--- config.mk ---
export PLATFORM = sky130hd
export DESIGN_NAME = pix_depth_reducer
export DESIGN_NICKNAME = d
export VERILOG_FILES = /design/src/rtl/pdr_pkg.sv /design/src/rtl/pdr_mode_hold.sv /design/src/rtl/pdr_pix_map.sv /design/src/rtl/pdr_out_stage.sv /design/src/rtl/pix_depth_reducer.sv
export SDC_FILE = /design/constraint.sdc
export NUM_CORES = 1
export LEC_CHECK = 0
export BUFFER_PORTS_ARGS = -buffer_cell sky130_fd_sc_hd__buf_2
export CAP_MARGIN = 10
export CORE_ASPECT_RATIO = 0.75
export CORE_MARGIN = 3
export CORE_UTILIZATION = 50
export CTS_CLUSTER_SIZE = 8
export DETAILED_ROUTE_END_ITERATION = 7
export PLACE_DENSITY_LB_ADDON = 0.05
export SYNTH_ARGS = -nofsm -noshare
export SYNTH_HDL_FRONTEND = slang
export SYNTH_SLANG_ARGS = --single-unit
--- constraint.sdc ---
create_clock -name clk -period 3.7 [get_ports clk]
set_input_delay 0.555 -clock clk [delete_from_list [all_inputs] [get_ports clk]]
set_output_delay 0.555 -clock clk [all_outputs]
set_load 0.02 [all_outputs]
--- src/rtl/pdr_pkg.sv ---
package pdr_pkg;
  localparam int PIX_IN_W  = 10;
  localparam int PIX_OUT_W = 8;
  localparam int DROP_W    = PIX_IN_W - PIX_OUT_W;

  typedef enum logic [1:0] {
    MODE_G1    = 2'b00,
    MODE_G2    = 2'b01,
    MODE_G4    = 2'b10,
    MODE_CURVE = 2'b11
  } pdr_mode_e;

  // Shift the window down by 'shift' bits and clip if any bit above it is set.
  function automatic logic [PIX_OUT_W-1:0] window_clip(
      input logic [PIX_IN_W-1:0] pix, input int shift);
    logic [PIX_IN_W-1:0] shifted;
    shifted = pix >> shift;
    if (shifted[PIX_IN_W-1:PIX_OUT_W] != '0) return '1;
    return shifted[PIX_OUT_W-1:0];
  endfunction

  // Four-segment compressive curve; every segment is continuous at its knee.
  function automatic logic [PIX_OUT_W-1:0] curve_map(input logic [PIX_IN_W-1:0] pix);
    logic [PIX_IN_W:0] acc;
    if (pix < 10'd128)      acc = {1'b0, pix >> 1};
    else if (pix < 10'd256) acc = 11'd64  + {1'b0, (pix - 10'd128) >> 2};
    else if (pix < 10'd512) acc = 11'd96  + {1'b0, (pix - 10'd256) >> 2};
    else                    acc = 11'd160 + {1'b0, (pix - 10'd512) >> 3};
    if (acc > 11'd255) return '1;
    return acc[PIX_OUT_W-1:0];
  endfunction
endpackage

--- src/rtl/pdr_mode_hold.sv ---
module pdr_mode_hold
  import pdr_pkg::*;
(
  input  logic      clk,
  input  logic      rst_n,
  input  logic      capture,
  input  logic [1:0] mode_sel,
  output pdr_mode_e eff_mode
);
  pdr_mode_e held_mode;

  always_ff @(posedge clk) begin
    if (!rst_n)       held_mode <= MODE_G1;
    else if (capture) held_mode <= pdr_mode_e'(mode_sel);
  end

  // The pixel that opens a frame already uses the newly selected mode.
  assign eff_mode = capture ? pdr_mode_e'(mode_sel) : held_mode;

  a_r6_mode_hold: assert property (@(posedge clk) disable iff (!rst_n)
    !capture |=> $stable(held_mode));
endmodule

--- src/rtl/pdr_pix_map.sv ---
module pdr_pix_map
  import pdr_pkg::*;
(
  input  pdr_mode_e             mode,
  input  logic [PIX_IN_W-1:0]   pix_in,
  output logic [PIX_OUT_W-1:0]  pix_out
);
  localparam int NUM_LIN = 3;
  logic [PIX_OUT_W-1:0] lin_res [NUM_LIN];

  for (genvar g = 0; g < NUM_LIN; g++) begin : g_lin
    // gain 1 drops DROP_W bits, each doubling of gain drops one fewer
    assign lin_res[g] = window_clip(pix_in, DROP_W - g);
  end

  always_comb begin
    unique case (mode)
      MODE_G1:    pix_out = lin_res[0];
      MODE_G2:    pix_out = lin_res[1];
      MODE_G4:    pix_out = lin_res[2];
      default:    pix_out = curve_map(pix_in);
    endcase
  end
endmodule

--- src/rtl/pdr_out_stage.sv ---
module pdr_out_stage
  import pdr_pkg::*;
(
  input  logic                 clk,
  input  logic                 rst_n,
  input  logic                 in_valid,
  input  logic                 in_fs,
  input  logic                 in_ls,
  input  logic [PIX_OUT_W-1:0] in_pix,
  output logic                 out_valid,
  output logic                 out_fs,
  output logic                 out_ls,
  output logic [PIX_OUT_W-1:0] out_pix
);
  always_ff @(posedge clk) begin
    if (!rst_n) begin
      out_valid <= 1'b0;
      out_fs    <= 1'b0;
      out_ls    <= 1'b0;
      out_pix   <= '0;
    end else begin
      out_valid <= in_valid;
      out_fs    <= in_fs;
      out_ls    <= in_ls;
      if (in_valid) out_pix <= in_pix;
    end
  end
endmodule

--- src/rtl/pix_depth_reducer.sv ---
module pix_depth_reducer
  import pdr_pkg::*;
(
  input  logic                 clk,
  input  logic                 rst_n,
  input  logic [1:0]           mode_sel,
  input  logic                 in_valid,
  input  logic                 in_frame_start,
  input  logic                 in_line_start,
  input  logic [PIX_IN_W-1:0]  in_pix,
  output logic                 out_valid,
  output logic                 out_frame_start,
  output logic                 out_line_start,
  output logic [PIX_OUT_W-1:0] out_pix
);
  logic                 mode_capture;
  pdr_mode_e            eff_mode;
  logic [PIX_OUT_W-1:0] mapped_pix;

  assign mode_capture = in_valid & in_frame_start;

  pdr_mode_hold i_mode (
    .clk(clk), .rst_n(rst_n), .capture(mode_capture),
    .mode_sel(mode_sel), .eff_mode(eff_mode)
  );

  pdr_pix_map i_map (
    .mode(eff_mode), .pix_in(in_pix), .pix_out(mapped_pix)
  );

  pdr_out_stage i_out (
    .clk(clk), .rst_n(rst_n),
    .in_valid(in_valid), .in_fs(in_frame_start), .in_ls(in_line_start),
    .in_pix(mapped_pix),
    .out_valid(out_valid), .out_fs(out_frame_start), .out_ls(out_line_start),
    .out_pix(out_pix)
  );

  a_r4_saturate: assert property (@(posedge clk) disable iff (!rst_n)
    (in_valid && eff_mode == MODE_G4 && in_pix[PIX_IN_W-1 -: DROP_W] != '0)
      |=> out_pix == 8'hFF);

  a_r5_curve_ceiling: assert property (@(posedge clk) disable iff (!rst_n)
    (in_valid && eff_mode == MODE_CURVE) |=> out_pix <= 8'd223);

  a_r7_sync_delay: assert property (@(posedge clk) disable iff (!rst_n)
    1'b1 |=> (out_valid == $past(in_valid)) &&
             (out_line_start == $past(in_line_start)));

  a_r8_hold: assert property (@(posedge clk) disable iff (!rst_n)
    !in_valid |=> $stable(out_pix));
endmodule

==> results of run 1 <==
[worst register-to-register path: cells and delay by family (launching register included)]
family / cells / cell delay, ps
DFF: 1 / 340
AOI/OAI and AO/OA: 1 / 210
and+or+nand+nor: 2 / 660
muxes: 1 / 260
[cells in the mapped netlist (all sizes together), types with 4 or more instances]
| cell | instances | area, um^2 |
|---|---|---|
| a211oi | 7 | 52.6 |
| dfxtp | 13 | 260 |
| o31ai | 6 | 45.0 |
| ha | 7 | 87.6 |
| o221ai | 6 | 52.6 |
| clkbuf | 4 | 15.0 |
| inv | 6 | 22.5 |
| nor2b | 6 | 37.5 |
| nor2 | 13 | 48.8 |
| and2 | 8 | 50.1 |
| nand2 | 11 | 43.8 |
[path summary, 6_finish.rpt]
path	from	slack [ps]	to
hold reg to reg	i_out.out_pix[4]	450	i_out.out_pix[4]
setup / recovery	in_pix[9]	1230	i_out.out_pix[7]
hold / removal	i_out.out_pix[4]	450	i_out.out_pix[4]
setup reg to reg	i_mode.held_mode[0]	2110	i_out.out_pix[3]
[through the flow]
stage	hold WS (ps)	setup slack, ps	power [mW]	cells	utilization (%)
floorplan	533	1170	0.228	126	-
global placement	433	1050	0.263	169	63.2
detailed placement	439	957	0.264	169	63.2
CTS	457	1270	0.355	173	64.6
global route	486	1130	0.373	173	64.6
finish	452	1230	0.354	173	64.6
[registers in the layout, summed over array words and instances (netlist names)]
register and flops:
i_out.out_ls 1, i_out.out_pix 8, i_out.out_fs 1, i_mode.held_mode 2
i_out.out_valid 1
[power groups by stage]
stage	combinational, mW	clock, mW	sequential [mW]
final	0.107	0.0918	0.155
after global routing	0.117	0.0995	0.156
after CTS	0.106	0.0944	0.155
after detailed placement	0.106	0	0.158
after global placement	0.105	0	0.158
after floorplan	0.0580	0	0.170
[logic make-up (layout without fill, tap and decap cells)]
group | count (synthesis) | after routing | synth area share [%]
flip-flops | 13 | 13 | 25.4
adder cells (fa/ha/maj) | 7 | 7 | 8.55
AO/OA/AOI/OAI | 37 | 37 | 29.8
XOR/XNOR | 2 | 2 | 1.71
AND/OR/NAND/NOR | 51 | 51 | 25.4
multiplexers | 4 | 4 | 4.40
buffers and inverters | 12 | 37 | 4.76
[area by class of cell]
type,count,area (um^2),share of cell area [%]
Inverter,6,22.5,1.90
Multi-Input combinational cell,101,716,60.3
Tap cell,22,27.5,2.32
Sequential cell,13,260,21.9
Clock buffer,4,26.3,2.21
Timing Repair Buffer,27,135,11.4
[routing by layer]
| layer | vias to the layer above | wire length, um | GRT usage (%) |
|---|---|---|---|
| met3 | 2 | 183 | 5.43 |
| met5 | - | 0 | 0 |
| li1 | 516 | - | - |
| met2 | 38 | 1000 | 28.7 |
| met4 | 0 | 7 | 4.17 |
| met1 | 448 | 1250 | 28.1 |
==> run_results.csv, run 1 <==
group,metric,value,unit
pwr,power.ir.vdd_worst,0.000200,V
routing,vias,1004,
pwr,power_report.internal_total,0.233,mW
min_path,worst_hold_depth,2,
cells_and_area,most_common_cell_after_layout_fill_and_taps_aside,"sky130_fd_sc_hd__buf_2",
critical_path,timing.critical_path.slowest_stage_cell,"sky130_fd_sc_hd__a221oi_4",
timing,drv_slew,0,
timing,tns,0,ps
floorplanning,core_area,1840,um^2
pwr,leakage,0.518,nW
timing,timing.final.hold_violations,0,
synthesis,synth_cell_types,39,
grt,grt_pass1_wl,3910,um
critical_path,required_time_at_the_endpoint_of_the_critical_path,3900,ps
synthesis,synth_sequential_area_ratio,25.4,%
clocking,cts-root-buf,"sky130_fd_sc_hd__clkbuf_4",
timing,timing_worst_slew_pin_value,609,ps
pwr,logic_pwr_share,30.2,%
placement,globalplace.congestion,0.871,
pwr,cellPowerDensity,298,nW/um^2
critical_path,critPathTopFamily,"compound AO/OA/AOI/OAI gates",
routing,finalWirelength,2450,um
pwr,p_clk_share,26.0,%
routing,drt_pre_antenna_iters,4,
critical_path,cp.arrival,2670,ps
timing,setup_viol,0,
synthesis,synth.ff_latch_count,13,
critical_path,worst-path-max-fanout,18,
floorplanning,initial_utilization,55.8,%
synthesis,postSynthAreaPerCell,8.13,um^2
pwr,power.switching,0.120,mW
timing,fmaxAchievable,405,MHz
critical_path,worstRegToRegCells,4,
synthesis,post_synth_instance_area,1020,um^2
routing,ant_nets,0,
routing,drt-vias-per-instance,5.80,
grt,pin_count_of_the_biggest_net_entering_global_routing,19,
flow_run,max-cap-violations,0,
floorplanning,die_height,45.2,um
clocking,clock_tree_from_tritoncts,"done",
critical_path,levels_on_crit_path,8,
placement,dp.final_hpwl,1900,um
clocking,path_clk_slew,90,ps
pwr,p_sw_share,34.0,%
critical_path,end_kind,"flop",
cells_and_area,finalInstanceArea,1190,um^2
floorplanning,floorplan.rows,13,
clocking,worst_skew_pair.late_latency,290,ps
clocking,postCtsResizedCells,0,
timing,grt_setup_unrepaired,"false",
floorplanning,die_width,58.3,um
min_path,worstHoldPathType,"flop to flop",
cells_and_area,nFillCells,161,
synthesis,syn-num-nets,150,
cells_and_area,antenna_diode_count,0,
cells_and_area,layout.cells.most_common_list,"sky130_fd_sc_hd__buf_2 (27), sky130_fd_sc_hd__nor2_1 (13), sky130_fd_sc_hd__dfxtp_1 (13)",
clocking,ctsHtreeMaxLevel,1,
synthesis,ys_warn_count,0,
critical_path,timing.critical_path.from_type,"input pin",
clocking,buffer_levels_on_the_longest_clock_path,2,
timing,max-slew-margin-rel,59.3,%
critical_path,biggest_cell_delay_along_the_critical_path,440,ps
placement,postPlaceCellArea,1160,um^2
grt,gr-usage-all-layers,19.5,%
critical_path,sequence_of_cells_on_the_critical_path,"buf_2 > inv_1 > ha_1 > nand2_2 > mux2_4 > a221oi_4 > a32oi_1 > a32o_1",
clocking,holdBufCountCts,0,
timing,final.period_utilization,66.8,%
synthesis,asyncSetResetFlopFracSynth,0,%
cells_and_area,final_layout_size_suffix_gt1_share,23.8,%
synthesis,syn_inst,126,
pwr,seq_power_share,43.8,%
grt,grt_pass1_vias,848,
cells_and_area,fin_nets,176,
floorplanning,floorplan.die_area,2630,um^2
grt,grt-ovfl-total,0,
cells_and_area,area_growth,15.9,%
routing,route.detailed.drc,0,
floorplanning,ios,28,
timing,fin_skew,15.3,ps
placement,place.port_buffers,27,
critical_path,critPathKind,"input pin to flop",
grt,grt_antenna_before_repair,0,
clocking,post-cts-setup-buffers,0,
synthesis,number_of_flops_mapped_to_enable_cells_by_yosys,0,
clocking,cts_inserted_buffers,3,
routing,routedWlPerCell,14.1,um
critical_path,worst-path-buf-inv,2,
synthesis,ys_dominant_reg_cell,"sky130_fd_sc_hd__dfxtp_1",
clocking,tritoncts_num_sinks,13,
timing,finalWorstPathRequiredPeriod,2470,ps
routing,detailedRoute.firstIterationViolations,29,
run_status,status,"finished clean",
Note: power is estimated with default switching activity, not from simulation.
==> run 2, diff against run 1 <==
ABC_AREA = 1   (was not set)
clock period = 2.5 ns   (was 3.7 ns; I/O delays follow)
==> run 2 against run 1 <==
  * Cell area is 9.9% higher
  * Clock-buffer cell count is 1 lower
  * Sequential power is 48% higher
  * Final cell count is 39% higher
  * Register-to-register slack worse by 1100 ps
  * Wire length is 9.5% higher
  * Combinational power is 100% higher
  * Non-clock buffer count is 1 higher
  * Sequential share of layout area is 2.0 points lower
==> run_results.csv, run 2 <==
group,metric,value,unit
grt,grt_pass1_vias,1063,
critical_path,rr_startpoint,"i_mode.held_mode[1]",
cells_and_area,most_common_cell_after_layout_fill_and_taps_aside,"sky130_fd_sc_hd__nand2_1",
pwr,leakage,0.735,nW
clocking,postCtsResizedCells,0,
min_path,worstHoldPathType,"input pin to flop",
synthesis,synth_top_area_share,23.6,%
synthesis,ys_top_cells_by_area,"sky130_fd_sc_hd__nand2_1 (24%), sky130_fd_sc_hd__dfxtp_1 (23%), sky130_fd_sc_hd__o21ai_0 (11%), sky130_fd_sc_hd__ha_1 (7.7%), sky130_fd_sc_hd__inv_1 (6.9%)",
synthesis,syn_inst,191,
grt,pin_count_of_the_biggest_net_entering_global_routing,21,
flow_run,max-cap-violations,0,
cells_and_area,largest_register_ffs,8,
critical_path,critPathKind,"input pin to flop",
timing,fmaxAchievable,525,MHz
timing,setup_viol,0,
critical_path,worst-path-max-fanout,14,
grt,grt_pass1_wl,4440,um
timing,finalWorstPathRequiredPeriod,1900,ps
synthesis,asyncSetResetFlopFracSynth,0,%
clocking,cts_inserted_buffers,3,
timing,grt_setup_unrepaired,"false",
critical_path,required_time_at_the_endpoint_of_the_critical_path,2660,ps
cells_and_area,largest_registers,"i_out.out_pix (8), i_mode.held_mode (2)",
synthesis,number_of_flops_mapped_to_enable_cells_by_yosys,0,
critical_path,reg2reg_slack,1040,ps
clocking,holdBufCountCts,0,
timing,max-slew-margin-rel,75.6,%
timing,timing_worst_slew_pin_value,365,ps
routing,drt-vias-per-instance,5.34,
synthesis,synth_cell_types,23,
critical_path,biggest_cell_delay_along_the_critical_path,330,ps
placement,place.port_buffers,27,
cells_and_area,finalInstanceArea,1310,um^2
synthesis,postSynthAreaPerCell,5.99,um^2
synthesis,synth_sequential_area_ratio,22.8,%
placement,dp.final_hpwl,2160,um
routing,ant_nets,0,
routing,vias,1282,
synthesis,synth.ff_latch_count,13,
routing,finalWirelength,2680,um
floorplanning,ios,28,
synthesis,ys_dominant_reg_cell,"sky130_fd_sc_hd__dfxtp_1",
critical_path,sequence_of_cells_on_the_critical_path,"buf_2 > inv_1 > ha_1 > inv_1 > nand2_1 > nand2_1 > nand2_1 > nand2_1 > nand2_1 > nor2_2 > nand2_1 > nand2_1 > a21oi_1",
floorplanning,initial_utilization,54.9,%
cells_and_area,antenna_diode_count,0,
synthesis,syn-num-nets,215,
critical_path,timing.critical_path.from_type,"input pin",
clocking,tritoncts_num_sinks,13,
timing,tns,0,ps
timing,final.period_utilization,76.2,%
floorplanning,floorplan.rows,14,
pwr,cellPowerDensity,442,nW/um^2
critical_path,critPathTopFamily,"simple AND/OR/NAND/NOR gates",
clocking,buffer_levels_on_the_longest_clock_path,2,
cells_and_area,layout.cells.most_common_list,"sky130_fd_sc_hd__nand2_1 (72), sky130_fd_sc_hd__buf_2 (27), sky130_fd_sc_hd__o21ai_0 (24)",
floorplanning,die_height,47.4,um
clocking,cts-root-buf,"sky130_fd_sc_hd__clkbuf_4",
critical_path,end_kind,"flop",
clocking,clock_tree_from_tritoncts,"done",
clocking,ctsHtreeMaxLevel,1,
cells_and_area,nFillCells,200,
critical_path,setup.worst_path.start,"in_pix[9]",
floorplanning,die_width,61.2,um
run_status,status,"finished clean",
timing,timing.final.hold_violations,0,
grt,grt-ovfl-total,0,
synthesis,yosysMostFrequentCell,"sky130_fd_sc_hd__nand2_1",
pwr,power.ir.vdd_worst,0.000335,V
placement,globalplace.congestion,0.909,
cells_and_area,fin_nets,241,
min_path,holdCritStartpoint,"in_line_start",
critical_path,cp.arrival,2060,ps
synthesis,ys_warn_count,0,
routing,routedWlPerCell,11.2,um
grt,gr-usage-all-layers,20.1,%
critical_path,worst-path-buf-inv,3,
critical_path,cp_common_cell,"sky130_fd_sc_hd__nand2_1",
timing,fin_skew,0.422,ps
critical_path,timing.critical_path.slowest_stage_cell,"sky130_fd_sc_hd__ha_1",
floorplanning,core_area,2080,um^2
cells_and_area,final_layout_size_suffix_gt1_share,18.5,%
cells_and_area,area_growth,14.1,%
clocking,worst_skew_pair.late_latency,270,ps
routing,drt_pre_antenna_iters,4,
floorplanning,floorplan.die_area,2900,um^2
clocking,path_clk_slew,80,ps
timing,drv_slew,0,
synthesis,yosysTopAreaCell,"sky130_fd_sc_hd__nand2_1",
routing,detailedRoute.firstIterationViolations,107,
routing,route.detailed.drc,0,
cells_and_area,top_register,"i_out.out_pix",
synthesis,synth_top_cells_by_count,"sky130_fd_sc_hd__nand2_1 (72), sky130_fd_sc_hd__o21ai_0 (24), sky130_fd_sc_hd__inv_1 (21)",
placement,postPlaceCellArea,1280,um^2
clocking,post-cts-setup-buffers,0,
grt,grt_antenna_before_repair,0,
synthesis,post_synth_instance_area,1140,um^2
## run 2: changes by cell type after synthesis, sizes merged, moves of 7 or more
cell	change
and2	-8
inv	+15
o21ai	+25
nand3	+10
a211oi	-7
nand2	+65
## run 2: logic make-up after synthesis
logic type                 after synthesis  share of synthesized area, %
buffers and inverters                   28                          10.3
AOI/OAI and AO/OA                       37                          16.4
and+or+nand+nor                        103                          40.5
adders and majority gates                7                          7.66
muxes                                    1                         0.875
xor gates and xnor gates                 2                          1.53
DFF                                     13                          22.8
## run 2: through the flow
stage	power [mW]	cells	utilization (%)	hold slack, ps	setup slack, ps
6_report	0.577	240	62.6	281	595
5_1_grt	0.624	240	62.6	274	340
4_1_cts	0.581	240	62.6	271	633
3_5_place_dp	0.453	236	61.3	456	339
3_3_place_gp	0.448	236	61.3	450	408
2_1_floorplan	0.395	191	-	468	589
## run 2: tightest hold or removal path: stages
cell and delay [ps]:
sky130_fd_sc_hd__buf_2 70, sky130_fd_sc_hd__nand2_1 40, sky130_fd_sc_hd__inv_1 40
## run 2: final cells by class
class,instances,area (um^2),area share (%)
Timing Repair Buffer,28,143,10.9
Sequential cell,13,260,19.9
Clock buffer,3,22.5,1.73
Tap cell,24,30.0,2.30
Clock inverter,1,5.00,0.384
Inverter,21,78.8,6.04
Multi-Input combinational cell,150,766,58.7
## run 2: worst paths after layout
check	to	depth (start not counted)
max	i_out.out_pix[0]	13
min	i_out.out_ls	3
max reg2reg	i_out.out_pix[0]	7
min reg2reg	i_out.out_pix[6]	2
## run 2: report_power, final
| part | leakage, nW | internal (mW) | switching [mW] |
|---|---|---|---|
| clock | 0.0177 | 0.0592 | 0.0689 |
| combinational | 0.610 | 0.0767 | 0.142 |
| sequential | 0.108 | 0.224 | 0.00624 |
| total | 0.735 | 0.360 | 0.217 |
## run 2: per-layer routing
metal / share of wire [%] / vias to the layer above / track usage (%) / wire [um]
li1: - / 665 / - / -
met2: 47 / 46 / 34.0 / 1250
met5: 0 / - / 0 / 0
met3: 6.3 / 0 / 4.85 / 168
met4: 0 / 0 / 1.30 / 0
met1: 47 / 571 / 27.4 / 1260
